`src/rtl/pirq_pkg.sv`:
```
package pirq_pkg;
  // Number of shared PCI interrupt lines and their routing registers
  localparam int unsigned PIRQ_COUNT = 4;
  // Configuration offset of the first routing register
  localparam logic [7:0] ROUTE_BASE = 8'h60;
  // Routing register value that disables a line
  localparam logic [7:0] ROUTE_OFF = 8'h80;
  // Default IRQ numbers for the fixed reset variant
  localparam logic [7:0] ROUTE_LOW_DEF  = 8'h0A;
  localparam logic [7:0] ROUTE_HIGH_DEF = 8'h0B;

  typedef logic [7:0] route_t;
endpackage

```
`src/rtl/pirq_slot_swizzle.sv`:
```
module pirq_slot_swizzle #(
  parameter int unsigned N_SLOT    = 4,
  parameter int unsigned N_PIN     = 4,
  parameter int unsigned N_PIRQ    = 4,
  parameter int unsigned BASE_SLOT = 1
) (
  input  logic [N_SLOT*N_PIN-1:0] dev_int,
  output logic [N_PIRQ-1:0]       pirq_lvl
);
  // Each slot's pins are rotated by the slot number, then OR-merged per line
  always_comb begin
    pirq_lvl = '0;
    for (int s = 0; s < int'(N_SLOT); s++) begin
      for (int p = 0; p < int'(N_PIN); p++) begin
        pirq_lvl[(p + s + int'(BASE_SLOT) + int'(N_PIRQ) - 1) % int'(N_PIRQ)] |=
          dev_int[s*int'(N_PIN) + p];
      end
    end
  end
endmodule

```
`src/rtl/pirq_route_regs.sv`:
```
module pirq_route_regs
  import pirq_pkg::*;
#(
  parameter int unsigned N_PIRQ      = PIRQ_COUNT,
  parameter bit          FIXED_ROUTE = 1'b1
) (
  input  logic                   clk,
  input  logic                   rst_n,
  input  logic                   cfg_wr,
  input  logic [7:0]             cfg_addr,
  input  logic [7:0]             cfg_wdata,
  output logic [7:0]             cfg_rdata,
  output logic [N_PIRQ-1:0][7:0] route_q
);
  logic [N_PIRQ-1:0][7:0] route_d;
  logic [N_PIRQ-1:0]      wr_en;

  for (genvar i = 0; i < N_PIRQ; i++) begin : g_reg
    localparam logic [7:0] OFS = ROUTE_BASE + 8'(i);
    localparam route_t RST_VAL = FIXED_ROUTE ?
      ((i < N_PIRQ/2) ? ROUTE_LOW_DEF : ROUTE_HIGH_DEF) : ROUTE_OFF;

    // Clock enable per register
    assign wr_en[i] = cfg_wr && (cfg_addr == OFS);

    always_comb begin
      route_d[i] = route_q[i];
      if (wr_en[i]) route_d[i] = cfg_wdata;
    end

    always_ff @(posedge clk or negedge rst_n) begin
      if (!rst_n) route_q[i] <= RST_VAL;
      else        route_q[i] <= route_d[i];
    end


    wr_store_chk: assert property (@(posedge clk) disable iff (!rst_n)
      (cfg_wr && cfg_addr == OFS) |=> route_q[i] == $past(cfg_wdata));

    no_wr_hold_chk: assert property (@(posedge clk) disable iff (!rst_n)
      !(cfg_wr && cfg_addr == OFS) |=> $stable(route_q[i]));
  end

  always_comb begin
    cfg_rdata = 8'h00;
    for (int i = 0; i < int'(N_PIRQ); i++) begin
      if (cfg_addr == ROUTE_BASE + 8'(i)) cfg_rdata = route_q[i];
    end
  end
endmodule

```
`src/rtl/pirq_level_merge.sv`:
```
module pirq_level_merge #(
  parameter int unsigned N_PIRQ = 4,
  parameter int unsigned N_IRQ  = 16
) (
  input  logic [N_PIRQ-1:0][7:0] route_q,
  input  logic [N_PIRQ-1:0]      pirq_lvl,
  output logic [N_IRQ-1:0]       irq_lvl
);
  logic [N_PIRQ-1:0] line_on;

  always_comb begin
    for (int p = 0; p < int'(N_PIRQ); p++) begin
      line_on[p] = !route_q[p][7] && pirq_lvl[p];
    end
  end

  // Wired-OR of every enabled line aimed at each IRQ; only numbers below N_IRQ match
  always_comb begin
    irq_lvl = '0;
    for (int k = 0; k < int'(N_IRQ); k++) begin
      for (int p = 0; p < int'(N_PIRQ); p++) begin
        if (line_on[p] && (route_q[p][6:0] == 7'(k))) irq_lvl[k] = 1'b1;
      end
    end
  end
endmodule

```
`src/rtl/pirq_router.sv`:
```
module pirq_router
  import pirq_pkg::*;
#(
  parameter int unsigned N_SLOT      = 4,
  parameter int unsigned N_PIN       = 4,
  parameter int unsigned N_IRQ       = 16,
  parameter int unsigned BASE_SLOT   = 1,
  parameter bit          FIXED_ROUTE = 1'b1
) (
  input  logic                    clk,
  input  logic                    rst_n,
  input  logic [N_SLOT*N_PIN-1:0] dev_int,
  input  logic                    cfg_wr,
  input  logic [7:0]              cfg_addr,
  input  logic [7:0]              cfg_wdata,
  output logic [7:0]              cfg_rdata,
  output logic [N_IRQ-1:0]        irq_lvl
);
  localparam int unsigned N_PIRQ = PIRQ_COUNT;

  // Asynchronous assert, synchronous release
  logic [1:0] rst_sync_q;
  logic       rst_sync_n;

  always_ff @(posedge clk or negedge rst_n) begin
    if (!rst_n) rst_sync_q <= 2'b00;
    else        rst_sync_q <= {rst_sync_q[0], 1'b1};
  end
  assign rst_sync_n = rst_sync_q[1];

  logic [N_PIRQ-1:0]      pirq_lvl;
  logic [N_PIRQ-1:0][7:0] route_q;

  pirq_slot_swizzle #(
    .N_SLOT(N_SLOT), .N_PIN(N_PIN), .N_PIRQ(N_PIRQ), .BASE_SLOT(BASE_SLOT)
  ) u_swizzle (
    .dev_int (dev_int),
    .pirq_lvl(pirq_lvl)
  );

  pirq_route_regs #(
    .N_PIRQ(N_PIRQ), .FIXED_ROUTE(FIXED_ROUTE)
  ) u_regs (
    .clk      (clk),
    .rst_n    (rst_sync_n),
    .cfg_wr   (cfg_wr),
    .cfg_addr (cfg_addr),
    .cfg_wdata(cfg_wdata),
    .cfg_rdata(cfg_rdata),
    .route_q  (route_q)
  );

  pirq_level_merge #(
    .N_PIRQ(N_PIRQ), .N_IRQ(N_IRQ)
  ) u_merge (
    .route_q (route_q),
    .pirq_lvl(pirq_lvl),
    .irq_lvl (irq_lvl)
  );


  pirq_fanin_chk: assert property (@(posedge clk) disable iff (!rst_sync_n)
    $countones(pirq_lvl) <= $countones(dev_int));

  all_off_quiet_chk: assert property (@(posedge clk) disable iff (!rst_sync_n)
    (route_q[0][7] && route_q[1][7] && route_q[2][7] && route_q[3][7]) |-> irq_lvl == '0);

  irq_needs_line_chk: assert property (@(posedge clk) disable iff (!rst_sync_n)
    (irq_lvl != '0) |-> (pirq_lvl != '0));

  rd_outside_zero_chk: assert property (@(posedge clk) disable iff (!rst_sync_n)
    (cfg_addr < ROUTE_BASE || cfg_addr > ROUTE_BASE + 8'(N_PIRQ - 1)) |-> cfg_rdata == 8'h00);
endmodule

```
`config.mk`:
```
export PLATFORM = sky130hd
export DESIGN_NAME = pirq_router
export DESIGN_NICKNAME = d
export VERILOG_FILES = /design/src/rtl/pirq_pkg.sv /design/src/rtl/pirq_slot_swizzle.sv /design/src/rtl/pirq_route_regs.sv /design/src/rtl/pirq_level_merge.sv /design/src/rtl/pirq_router.sv
export SDC_FILE = /design/constraint.sdc
export NUM_CORES = 1
export LEC_CHECK = 0
export BUFFER_PORTS_ARGS = -buffer_cell sky130_fd_sc_hd__buf_4
export CAP_MARGIN = 5
export CORE_MARGIN = 10
export CORE_UTILIZATION = 59
export CTS_BUF_LIST = sky130_fd_sc_hd__clkbuf_2 sky130_fd_sc_hd__clkbuf_4 sky130_fd_sc_hd__clkbuf_8
export CTS_CLUSTER_DIAMETER = 50
export DETAILED_ROUTE_END_ITERATION = 8
export GPL_ROUTABILITY_DRIVEN = 1
export PLACE_DENSITY_LB_ADDON = 0.1
export SLEW_MARGIN = 5
export SYNTH_ARGS = -nofsm -noshare
export SYNTH_HDL_FRONTEND = slang
export SYNTH_HIERARCHICAL = 1
export SYNTH_SLANG_ARGS = --single-unit
```
`constraint.sdc`:
```
create_clock -name clk -period 4.6 [get_ports clk]
set_clock_uncertainty 0.1 [all_clocks]
set_input_delay 0.69 -clock clk [delete_from_list [all_inputs] [get_ports clk]]
set_output_delay 0.69 -clock clk [all_outputs]
set_load 0.05 [all_outputs]
```
; ---- Yosys cells after proc, flatten, opt, wreduce, memory -nomap -nowiden
; Index checks and enable logic that the tools add are counted.
[word_totals]
out_inout_bits = 24
ff_bits = 34
[op_classes]
bitwise_logic = 12
muxes = 68
n_eq_ne = 64
n_reduce_logical = 80
[op_table]
columns = operator, count
row1 = $eq 7x4->1 const B, 32
row2 = $eq 7x3->1 const B, 16
row3 = $logic_and 1x1->1, 72
row4 = $mux 1, 64
row5 = $eq 7x2->1 const B, 8
row6 = $eq 8x7->1 const B, 4
row7 = $mux 8, 4
row8 = $eq 7x1->1 const B, 4
row9 = $logic_not 7->1, 4
row10 = $or 1x1->1, 12
row11 = $logic_not 1->1, 4

; ---- Logic depth before layout (Yosys ltp)
; Gate-level depths: netlist (run 1).
[depth]
ltp_word = 9
mapped_depth = 5

; ---- Cells and area by module
; Netlist (run 1), hierarchy kept.
[by_module_without_submodules]
columns = mod, seq_area_each_um2, area_per_inst_um2, n_inst, cells_per_inst
row1 = pirq_route_regs, 813.3, 1560.2, 1, 93
row2 = pirq_level_merge, 0.0, 698.2, 1, 91
row3 = pirq_router, 50.0, 53.8, 1, 3
row4 = pirq_slot_swizzle, 0.0, 30.0, 1, 4

; ---- Worst setup path after synthesis (run 1)
; OpenSTA, ideal clock, no wires.
[synth_timing]
path_kind = in2out
from = in cfg_addr[4]
to = out cfg_rdata[0]
setup_slack_ps = 1238
arrival_time_ps = 2572
stages = 4
path_cell_list = or4b_1 buf_4 or3b_1 nor2b_1
[synth_via]
elab_chain_cells = 5
elab_cells_between_ends = 8
[synth_lines]
columns = element, line
row1 = "start, declared", pirq_router.sv:14  ; input logic [7:0] cfg_addr,
row2 = $eq 8x7->1, pirq_route_regs.sv:47  ; if (cfg_addr == ROUTE_BASE + 8'(i)) cfg_rdata = route_q[i];
row3 = $mux 8 (3 in series), pirq_route_regs.sv:47
row4 = $mux 8 *, pirq_route_regs.sv:47
row5 = "end, declared", pirq_router.sv:16  ; output logic [7:0] cfg_rdata,
; Every way passes the cells marked *; elsewhere a longest branch is shown, timed or not.

; ---- Worst setup path in the final report (run 1)
[layout_timing]
from = in cfg_addr[4]
to = out cfg_rdata[5]
; Same word-level chain as after synthesis.

==> metrics.md, run 1 <==
| Metric | Value |
|---|---|
| Gr busiest metal | `met2` |
| Largest net degree at the start of global routing | `33` |
| Unique masters post-synth | `41` |
| Worst-skew pair later-pin latency | `between 0.2 and 0.3 ns` |
| Post-synth ARST share | `between 90% and 100%` |
| Final setup viols | `0` |
| Initial Utilization | `around 63%` |
| Dpl hpwl | `slightly below 5000 µm` |
| WS Path Type | `in -> out` |
| Nets | `roughly 290` |
| Antenna viol nets, final | `0` |
| CTS sink count | `34` |
| CTS tree | `built` |
| Remaining DRCs | `0` |
| Placement row count | `22` |
| Via/cell ratio | `between 6 and 7` |
| Yosys reg bits | `34` |
| Gpl congestion | `about 0.87` |
| Status | `completed` |
| Final Instance Area | `roughly 0.0029 mm²` |
| Critical path endpoint category | `primary output` |
| Global route total overflow | `0` |
| CTS max path bufs | `2` |
| Post-synthesis mux area share | `~24%` |
| Worst slew margin | `between 40% and 50%` |
| IO Pins | `59` |
| Setup TNS Final | `0 ns` |
| Design Power | `roughly 790 µW` |
| Per-cell routed wire length | `21.4 µm` |
| Hold Violations, Final | `0` |
| Clock Pin Slew Worst Setup and Hold Paths | `about 0.07 ns` |
| Worst EP required | `about 3.8 ns` |
| GRT Total Usage | `around 18%` |
| Xor and xnor area share after synthesis | `0%` |
| Initial drt markers | `approximately 260` |
| Placed inst area | `0.00281 mm²` |
| Via count of the first global-routing pass | `about 2.1k` |
| Hold slack | `~0.066 ns` |
| Compound-Gate Fraction of Synth Area | `between 10% and 20%` |
| PostCTS Resize Cnt | `0` |
| Met3 usage | `about 4.6%` |
| Seq/Total Area, Yosys | `a little under two fifths` |
| CTS Root Cell | `clkbuf_8` |
| 1st-pass router iterations | `5` |
| CP Max Fanout | `8` |
| Main combinational cell family by area after synthesis | `simple AND/OR/NAND/NOR gates` |
| Most common cell after layout, fill and taps aside | `buf_4` |
| Most frequent cells in the layout | `59 x buf_4, 24 x dfrtp_1, 24 x mux2_2, 18 x a22oi_1` |
| Final period util | `a little under three quarters` |
| Worst-margin pin slew | `0.798 ns` |
| Leakage | `1.31 nW` |
| Initial antenna violation count | `0` |
| First-pass GRT wire length | `between 10000 and 15000 µm` |
| Worst EP arrival | `around 2.5 ns` |
| Synth-to-layout area growth | `25.0%` |
| Number of synthesized flops with an enable pin | `0` |
| Worst Hold Class | `in -> async` |
| Final core utilization | `between 70 and 80%` |
| Post-Synth Adder-Cell Area | `0%` |
| Syn Inst Count | `191` |
| Cell area after synthesis | `approximately 0.0023 mm²` |
| Core Region | `0.00374 mm²` |
| DR vias | `2005` |
| Grt met2 use | `~28%` |
| Tmin final | `around 3.3 ns` |
| Die ar. | `slightly below 0.007 mm²` |
| RSZ-0062 raised after global routing | `false` |
| Largest vdd supply drop | `between 0.2 and 0.25 mV` |
| Layout cells sized above 1 | `between 50% and 60%` |
| Simple-Gate Fraction of Synth Area | `26.0%` |
| IO buf count | `between 50 and 60` |
| Syn_nets | `~230` |
| Num CTS Buffers | `5` |
| Hold_buf cts | `0` |
| Max cap viols | `0` |
| Yosys warns | `6` |
| Routed WL | `between 6000 and 7000 µm` |
| Filler instances | `248` |
| Antenna Cells | `0` |
| Peak Freq | `303 MHz` |
| PD cells | `roughly 270 mW/mm²` |
| Slew Limit Fails | `0` |
| Post CTS Setup Buffer Count | `0` |
| Reg2reg setup slack | `roughly 3.6 ns` |
| Main synth FF type | `dfrtp_1` |
| Startpoint Class | `input pin` |
| Die height | `slightly above 80 µm` |
| Htree depth | `2` |
| Mean Syn Cell Area | `~12 µm²` |
| Die width | `about 83 µm` |
| M1 GR Usage | `between 20% and 30%` |
-- worst paths after layout --
path | cells after the start | end | start
setup / recovery | 5 | cfg_rdata[5] | cfg_addr[4]
hold / removal | 1 | rst_sync_q[1] | rst_n
setup reg to reg | 1 | u_regs/route_q[10] | u_regs/route_q[10]
hold reg to reg | 1 | u_regs/route_q[22] | rst_sync_q[1]
max in group asynchronous | 1 | u_regs/route_q[25] | rst_sync_q[1]
min in group clk | 0 | rst_sync_q[1] | rst_sync_q[0]
-- layout make-up --
class	count	area, µm²	area share (%)
clock inverters	3	45.0	1.54
clock buffers	5	68.8	2.35
flip-flops and latches	34	863	29.5
multi-input cells	150	1440	49.2
well taps	48	60.1	2.05
inverters	2	7.51	0.256
repair buffers	59	443	15.1
-- worst max-delay path, stage by stage --
cell     delay, ns
buf_4         0.10
or4b_1        0.68
or3b_1        0.61
nor2b_1       0.20
buf_4         0.22
-- cell usage after synthesis, types with 3 or more instances --
| master | count | area [µm²] |
|---|---|---|
| a22oi_1 | 18 | 135 |
| a32oi_1 | 6 | 52.6 |
| dfrtp_1 | 24 | 601 |
| dfstp_2 | 10 | 263 |
| mux2_2 | 24 | 270 |
| mux2_4 | 8 | 120 |
| mux4_2 | 8 | 180 |
| nand2_1 | 12 | 45.0 |
| nand2b_1 | 5 | 31.3 |
| nand3b_1 | 3 | 22.5 |
| nor2_1 | 3 | 11.3 |
| nor2b_1 | 12 | 75.1 |
| nor4_4 | 3 | 63.8 |
| o221ai_1 | 8 | 70.1 |
| or4_1 | 6 | 45.0 |
-- per-layer routing --
metal,wire length [µm],vias up
met2,2970,130
met5,0,-
met1,2810,972
met3,584,9
li1,-,894
met4,65,0
-- metrics by stage --
stage	setup WS, ns	cells
finish	1.30	301
global route	1.25	301
CTS	1.32	301
detailed placement	1.33	293
global placement	1.35	293
floorplan	1.24	191
-- registers in the layout (all words and copies together), names as in the netlist --
| register | flops |
|---|---|
| u_regs/route_q | 32 |
| rst_sync_q | 2 |
-- kinds of logic after synthesis --
logic type / after synthesis
and+or+nand+nor: 77
muxes: 40
DFF: 34
AOI/OAI and AO/OA: 32
buffers and inverters: 7
other: 1
-- report_power, final --
| part | total (mW) | internal, mW | switching (mW) |
|---|---|---|---|
| logic | 0.171 | 0.0779 | 0.0932 |
| registers | 0.340 | 0.317 | 0.0228 |
| clock network | 0.277 | 0.161 | 0.116 |
| total | 0.788 | 0.556 | 0.232 |
(Power assumes the default switching activity.)
==> run 2: changes to the inputs <==
Settings changed: ABC_AREA set to 1, CORE_UTILIZATION 59 to 57.
Clock period 4.6 ns to 3.14 ns, I/O delays scaled along.
==> run 2 against run 1 <==
Compared with the run above:
- clock power is 47% higher
- clock-buffer cell count grew 2
- hold slack better by 0.18 ns
- critical endpoint is now irq_lvl[13]
- largest cell class unchanged
- largest power group unchanged
==> metrics.md, run 2 <==
| Metric | Value |
|---|---|
| Worst-margin pin slew | `between 1 and 1.5 ns` |
| Final Instance Area | `approximately 0.0035 mm²` |
| Status | `completed` |
| Htree depth | `2` |
| Largest reg by FF count | `u_regs/route_q` |
| Per-cell routed wire length | `14.8 µm` |
| Clock Pin Slew Worst Setup and Hold Paths | `approximately 0.070 ns` |
| R2R depth | `1` |
| Gpl congestion | `a little under 0.9` |
| Remaining DRCs | `0` |
| Worst EP arrival | `roughly 1.8 ns` |
| Post-Synth Adder-Cell Area | `0%` |
| Leakage | `1.99 nW` |
| Number of synthesized flops with an enable pin | `0` |
| Mean Syn Cell Area | `between 6 and 7 µm²` |
| Global route total overflow | `0` |
| CTS Root Cell | `clkbuf_8` |
| Unique masters post-synth | `23` |
| Cells along the critical path | `nor2_2 -> nand3_1 -> nor2_1 -> nor2_1 -> nand2_1 -> buf_4` |
| Largest vdd supply drop | `approximately 0.4 mV` |
| Routed WL | `8820 µm` |
| GRT Total Usage | `a little over a fifth` |
| Synth top cells by count | `154 x nand2_1, 79 x nor2_1, 74 x nand3_1` |
| WS Path Type | `reg -> out` |
| First-pass GRT wire length | `14700 µm` |
| Cell area after synthesis | `0.00286 mm²` |
| WHS Path Cells | `0` |
| Most common cell after layout, fill and taps aside | `nand2_1` |
| Die width | `~91 µm` |
| R2R Path End | `u_regs/route_q[3]` |
| IO Pins | `59` |
| Worst slew margin | `27.2%` |
| Peak Freq | `431 MHz` |
| Setup TNS Final | `0 ns` |
| Largest regs | `u_regs/route_q: 32 flops, rst_sync_q: 2 flops` |
| PD cells | `about 340 mW/mm²` |
| Synth top area cells | `dfrtp_1 21%, nand2_1 20%, nand3_1 13%` |
| Post CTS Setup Buffer Count | `0` |
| Final setup viols | `0` |
| Initial drt markers | `between 150 and 200` |
| Reg2reg setup slack | `between 1.5 and 2 ns` |
| Hold slack | `around 0.25 ns` |
| Synth-to-layout area growth | `20.9%` |
| Most used cell, CP | `nor2_1` |
| Worst Hold Class | `reg -> reg` |
| Slew Limit Fails | `0` |
| Startpoint Class | `flop` |
| Die height | `90.8 µm` |
| Worst r2r src | `rst_sync_q[1]` |
| Slowest stage delay, CP | `0.42 ns` |
| Simple-Gate Fraction of Synth Area | `54.5%` |
| CTS tree | `built` |
| Layout cells sized above 1 | `a little under a fifth` |
| RSZ-0062 raised after global routing | `false` |
| Yosys top cell area share | `about a fifth` |
| Hold Violations, Final | `0` |
| Yosys top cell by area | `dfrtp_1` |
| Most frequent cells in the layout | `154 x nand2_1, 79 x nor2_1, 74 x nand3_1, 61 x inv_1, 59 x buf_4` |
| Post-synth ARST share | `between 90% and 100%` |
| 1st-pass router iterations | `5` |
| CTS max path bufs | `2` |
| Yosys warns | `6` |
| DR vias | `3197` |
| Nets | `564` |
| Compound-Gate Fraction of Synth Area | `between 4 and 5%` |
| Largest net degree at the start of global routing | `37` |
| Placement row count | `25` |
| IO buf count | `58` |
| Final period util | `about three quarters` |
| Syn_nets | `approximately 500` |
| Core Region | `0.00479 mm²` |
| Worst EP required | `between 2 and 3 ns` |
| Most frequent cell after synthesis | `nand2_1` |
| Antenna viol nets, final | `0` |
| Dpl hpwl | `a little under 7000 µm` |
| Initial Utilization | `59.8%` |
| Placed inst area | `~0.0033 mm²` |
| Via/cell ratio | `5.36` |
| Yosys reg bits | `34` |
| Main synth FF type | `dfrtp_1` |
| Main combinational cell family by area after synthesis | `simple AND/OR/NAND/NOR gates` |
| Antenna Cells | `0` |
| Initial antenna violation count | `0` |
| Syn Inst Count | `~470` |
| Xor and xnor area share after synthesis | `0%` |
| Via count of the first global-routing pass | `between 3k and 4k` |
| HP Start | `rst_sync_q[0]` |
| Worst setup path start | `u_regs/route_q[5]` |
| Worst-skew pair later-pin latency | `0.29 ns` |
| Critical path endpoint category | `primary output` |
| CTS sink count | `34` |
| Die ar. | `about 0.0083 mm²` |
| CP Max Fanout | `5` |
| Seq/Total Area, Yosys | `between 30% and 40%` |
| Max cap viols | `0` |
| Largest register FFs | `32` |
| Post-synthesis mux area share | `0%` |
| Critical-path top delay cell | `dfrtp_1` |
| Num CTS Buffers | `5` |
| Dpl cells | `about 590` |
| Tmin final | `approximately 2.3 ns` |
| Hold endpoint | `rst_sync_q[1]` |
| Non-Filler Instances | `roughly 600` |
## run 2: per-layer routing
layer | share of wire [%] | vias to the layer above | GRT usage [%]
met5 | 0 | - | 0
met4 | 2.1 | 0 | 8.36
met3 | 6.7 | 14 | 3.49
met2 | 51 | 131 | 38.5
met1 | 40 | 1461 | 24.6
li1 | - | 1591 | -
## run 2: worst max-delay path by stage
stage               slack [ns]  cells past startpoint            to
finish                    0.82                      6   irq_lvl[13]
global route              0.70                      8   irq_lvl[14]
CTS                       0.83                      6   irq_lvl[13]
detailed placement        0.87                      7  cfg_rdata[1]
global placement          0.92                      7  cfg_rdata[1]
floorplan                 1.05                      6  cfg_rdata[2]
## run 2: report_power, final
part	switching (mW)	internal [mW]	total (mW)	leakage, nW
Sequential	0.0364	0.464	0.501	0.430
Clock	0.154	0.255	0.408	0.0593
Combinational	0.182	0.0925	0.275	1.50
## run 2: final cells by class
type | instances | area (µm²)
inverter | 65 | 259
clock buffer | 7 | 83.8
timing repair buffer | 60 | 453
fill | 441 | 1330
multi-input combinational | 363 | 1680
sequential | 34 | 863
tap | 67 | 83.8
clock inverter | 1 | 30.0
## run 2: cell families (layout without fill, tap and decap cells)
kind of cell,after synthesis,in the layout
AOI/OAI and AO/OA,24,24
buffers and inverters,72,133
DFF,34,34
other,1,1
and+or+nand+nor,338,338
## run 2: metrics by stage
stage,utilization [%],total power [mW],worst slack [ns]
after floorplan,-,0.683,1.05
after global placement,69.6,0.775,0.917
after detailed placement,69.6,0.780,0.871
after CTS,72.2,1.18,0.832
after global routing,72.2,1.24,0.698
final,72.2,1.18,0.820
## run 2: worst max-delay path: cells and delay by family (launching register included)
kind          cells  cell delay [ns]
buf+inv           1             0.19
flops             1             0.42
simple gates      5             0.84
## run 2: what timing repair did
item | in CTS | in global routing
hold buffers | 1 | 0
gates resized for setup | 0 | 0
hold endpoints to repair | 2 | 0
==> run 3: changes to the inputs <==
Settings changed: ABC_AREA 1 to 0, CORE_UTILIZATION 57 to 50.
Clock period 3.14 ns to 2.1 ns, I/O delays scaled along.
==> run 3 against run 2 <==
Compared with the run above:
- the run now ends with setup timing left
- global-route usage fell by 3.6 points
- die area down 5.2%
- clock-buffer cell count decreased by 1
- register-to-register slack got worse by 0.76 ns
- highest routed layer unchanged
==> metrics.md, run 3 (synthesized netlist as in run 1, its figures left out) <==
| Metric | Value |
|---|---|
| Antenna viol nets, final | `0` |
| WS Path Type | `reg -> out` |
| Leakage | `1.52 nW` |
| Global route total overflow | `0` |
| Initial antenna violation count | `0` |
| R2R depth | `2` |
| CTS Root Cell | `clkbuf_8` |
| Largest net degree at the start of global routing | `33` |
| GRT Total Usage | `17.9%` |
| Dpl hpwl | `5190 µm` |
| IO buf count | `between 50 and 60` |
| Tmin final | `about 2.4 ns` |
| Initial Utilization | `a little over half` |
| Slew Limit Fails | `0` |
| Layout cells sized above 1 | `66.1%` |
| Worst Hold Class | `reg -> async` |
| Clock Pin Slew Worst Setup and Hold Paths | `0.08 ns` |
| Htree depth | `2` |
| Largest vdd supply drop | `around 0.46 mV` |
| Via count of the first global-routing pass | `2172` |
| Non-Filler Instances | `~330` |
| Critical-path top delay cell | `or3b_4` |
| Peak Freq | `between 400 and 500 MHz` |
| Status | `finished with violations` |
| Largest regs | `u_regs/route_q: 32 flops, rst_sync_q: 2 flops` |
| Routed WL | `about 7000 µm` |
| CTS sink count | `34` |
| Final core utilization | `between 70 and 80%` |
| Setup TNS Final | `-4.11 ns` |
| Gpl congestion | `around 0.94` |
| Dpl cells | `between 300 and 400` |
| First-pass GRT wire length | `11000 µm` |
| Startpoint Class | `flop` |
| Die height | `around 88 µm` |
| Critical path endpoint category | `primary output` |
| Slowest stage delay, CP | `0.44 ns` |
| Die ar. | `~0.0078 mm²` |
| Worst slew margin | `between 50% and 60%` |
| Via/cell ratio | `approximately 6.3` |
| Nets | `approximately 300` |
| Failing checks | `setup timing` |
| Cells along the critical path | `or3b_4 -> nor3_4 -> nand3b_1 -> o221ai_1 -> buf_4` |
| Filler instances | `311` |
| Max cap viols | `0` |
| Worst-skew pair later-pin latency | `between 0.2 and 0.3 ns` |
| Per-cell routed wire length | `around 21 µm` |
| Worst setup margin | `-0.339 ns` |
| IO Pins | `slightly below 60` |
| RSZ-0062 raised after global routing | `true` |
| DR vias | `between 2k and 2.5k` |
| Hold Violations, Final | `0` |
| Placement row count | `24` |
| Worst EP arrival | `roughly 2.0 ns` |
| Most frequent cells in the layout | `52 x buf_4, 25 x buf_6, 24 x dfrtp_1, 24 x mux2_2, 17 x a22oi_1` |
| CTS tree | `built` |
| Largest register FFs | `32` |
| Synth-to-layout area growth | `45.8%` |
| Largest reg by FF count | `u_regs/route_q` |
| Die width | `between 80 and 90 µm` |
| Num CTS Buffers | `5` |
| Antenna Cells | `0` |
| Initial drt markers | `roughly 120` |
| Most common cell after layout, fill and taps aside | `buf_4` |
| Final setup viols | `24` |
| Worst-margin pin slew | `0.650 ns` |
| Core Region | `0.00444 mm²` |
| DP Worst Slack | `-0.158 ns` |
| CP Max Fanout | `4` |
| CTS max path bufs | `2` |
| Remaining DRCs | `0` |
| 1st-pass router iterations | `4` |
| Final period util | `116%` |
| Worst EP required | `1.68 ns` |
| PD cells | `around 580 mW/mm²` |
## run 3: cell count changes in the layout (fill, tap and decap cells not counted), sizes merged, moves of 12 or more
cell   delta
mux2     +32
nand3    -73
inv      -61
o21ai    -24
nor2b    +12
buf      +20
nor2     -87
nand2   -148
a22oi    +18
## run 3: worst paths after layout
path                       slack, ns                from            endpoint
hold / removal                  0.16       rst_sync_q[1]   u_regs/route_q[6]
hold reg to reg                 0.16       rst_sync_q[1]   u_regs/route_q[6]
max in group asynchronous       1.40       rst_sync_q[1]  u_regs/route_q[25]
min in group clk                0.17        cfg_wdata[6]   u_regs/route_q[6]
setup / recovery               -0.34  u_regs/route_q[31]          irq_lvl[1]
setup reg to reg                1.05   u_regs/route_q[8]   u_regs/route_q[8]
## run 3: routing by layer
layer  wire [µm]  global-route usage, %  vias to the layer above
met4         122                   6.02                        0
met2        3350                   30.3                      103
met5           0                      0                        -
li1            -                      -                      928
met3         597                   4.69                       14
met1        2820                   21.5                     1012
## run 3: layout make-up
cell class                      count  area [µm²]  area share [%]
Clock inverter                      2        60.1            1.76
Tap cell                           52        65.1            1.91
Inverter                            2        7.51           0.220
Timing Repair Buffer               80         717            21.0
Sequential cell                    34         863            25.3
Clock buffer                        6        82.6            2.42
Multi-Input combinational cell    150        1620            47.4
## run 3: worst max-delay path: cells and delay by family (launching register included)
kind,cells,cell delay [ns]
AOI/OAI and AO/OA,1,0.26
buffers and inverters,1,0.23
and+or+nand+nor,3,0.84
DFF,1,0.39
## run 3: where the power goes
part	switching [mW]	internal, mW
clock network	0.248	0.506
registers	0.0425	0.694
logic	0.239	0.234
## run 3: metrics by stage
step | power (mW) | instance area (µm²) | hold slack (ns)
6_report | 1.96 | 3410 | 0.164
5_1_grt | 2.03 | 3410 | 0.186
4_1_cts | 1.93 | 3320 | 0.181
3_5_place_dp | 1.15 | 3020 | -0.00205
3_3_place_gp | 1.14 | 3020 | -0.00255
2_1_floorplan | 0.995 | 2410 | -0.0806
## run 3: what timing repair did
item / 4_1_cts / 5_1_grt
hold buffers: 1 / 0
endpoints found under the setup margin: 24 / 24
gates resized for setup: 31 / 19
endpoints found under the hold margin: 2 / 0
setup buffers: 3 / 2
pin swaps: 14 / 13
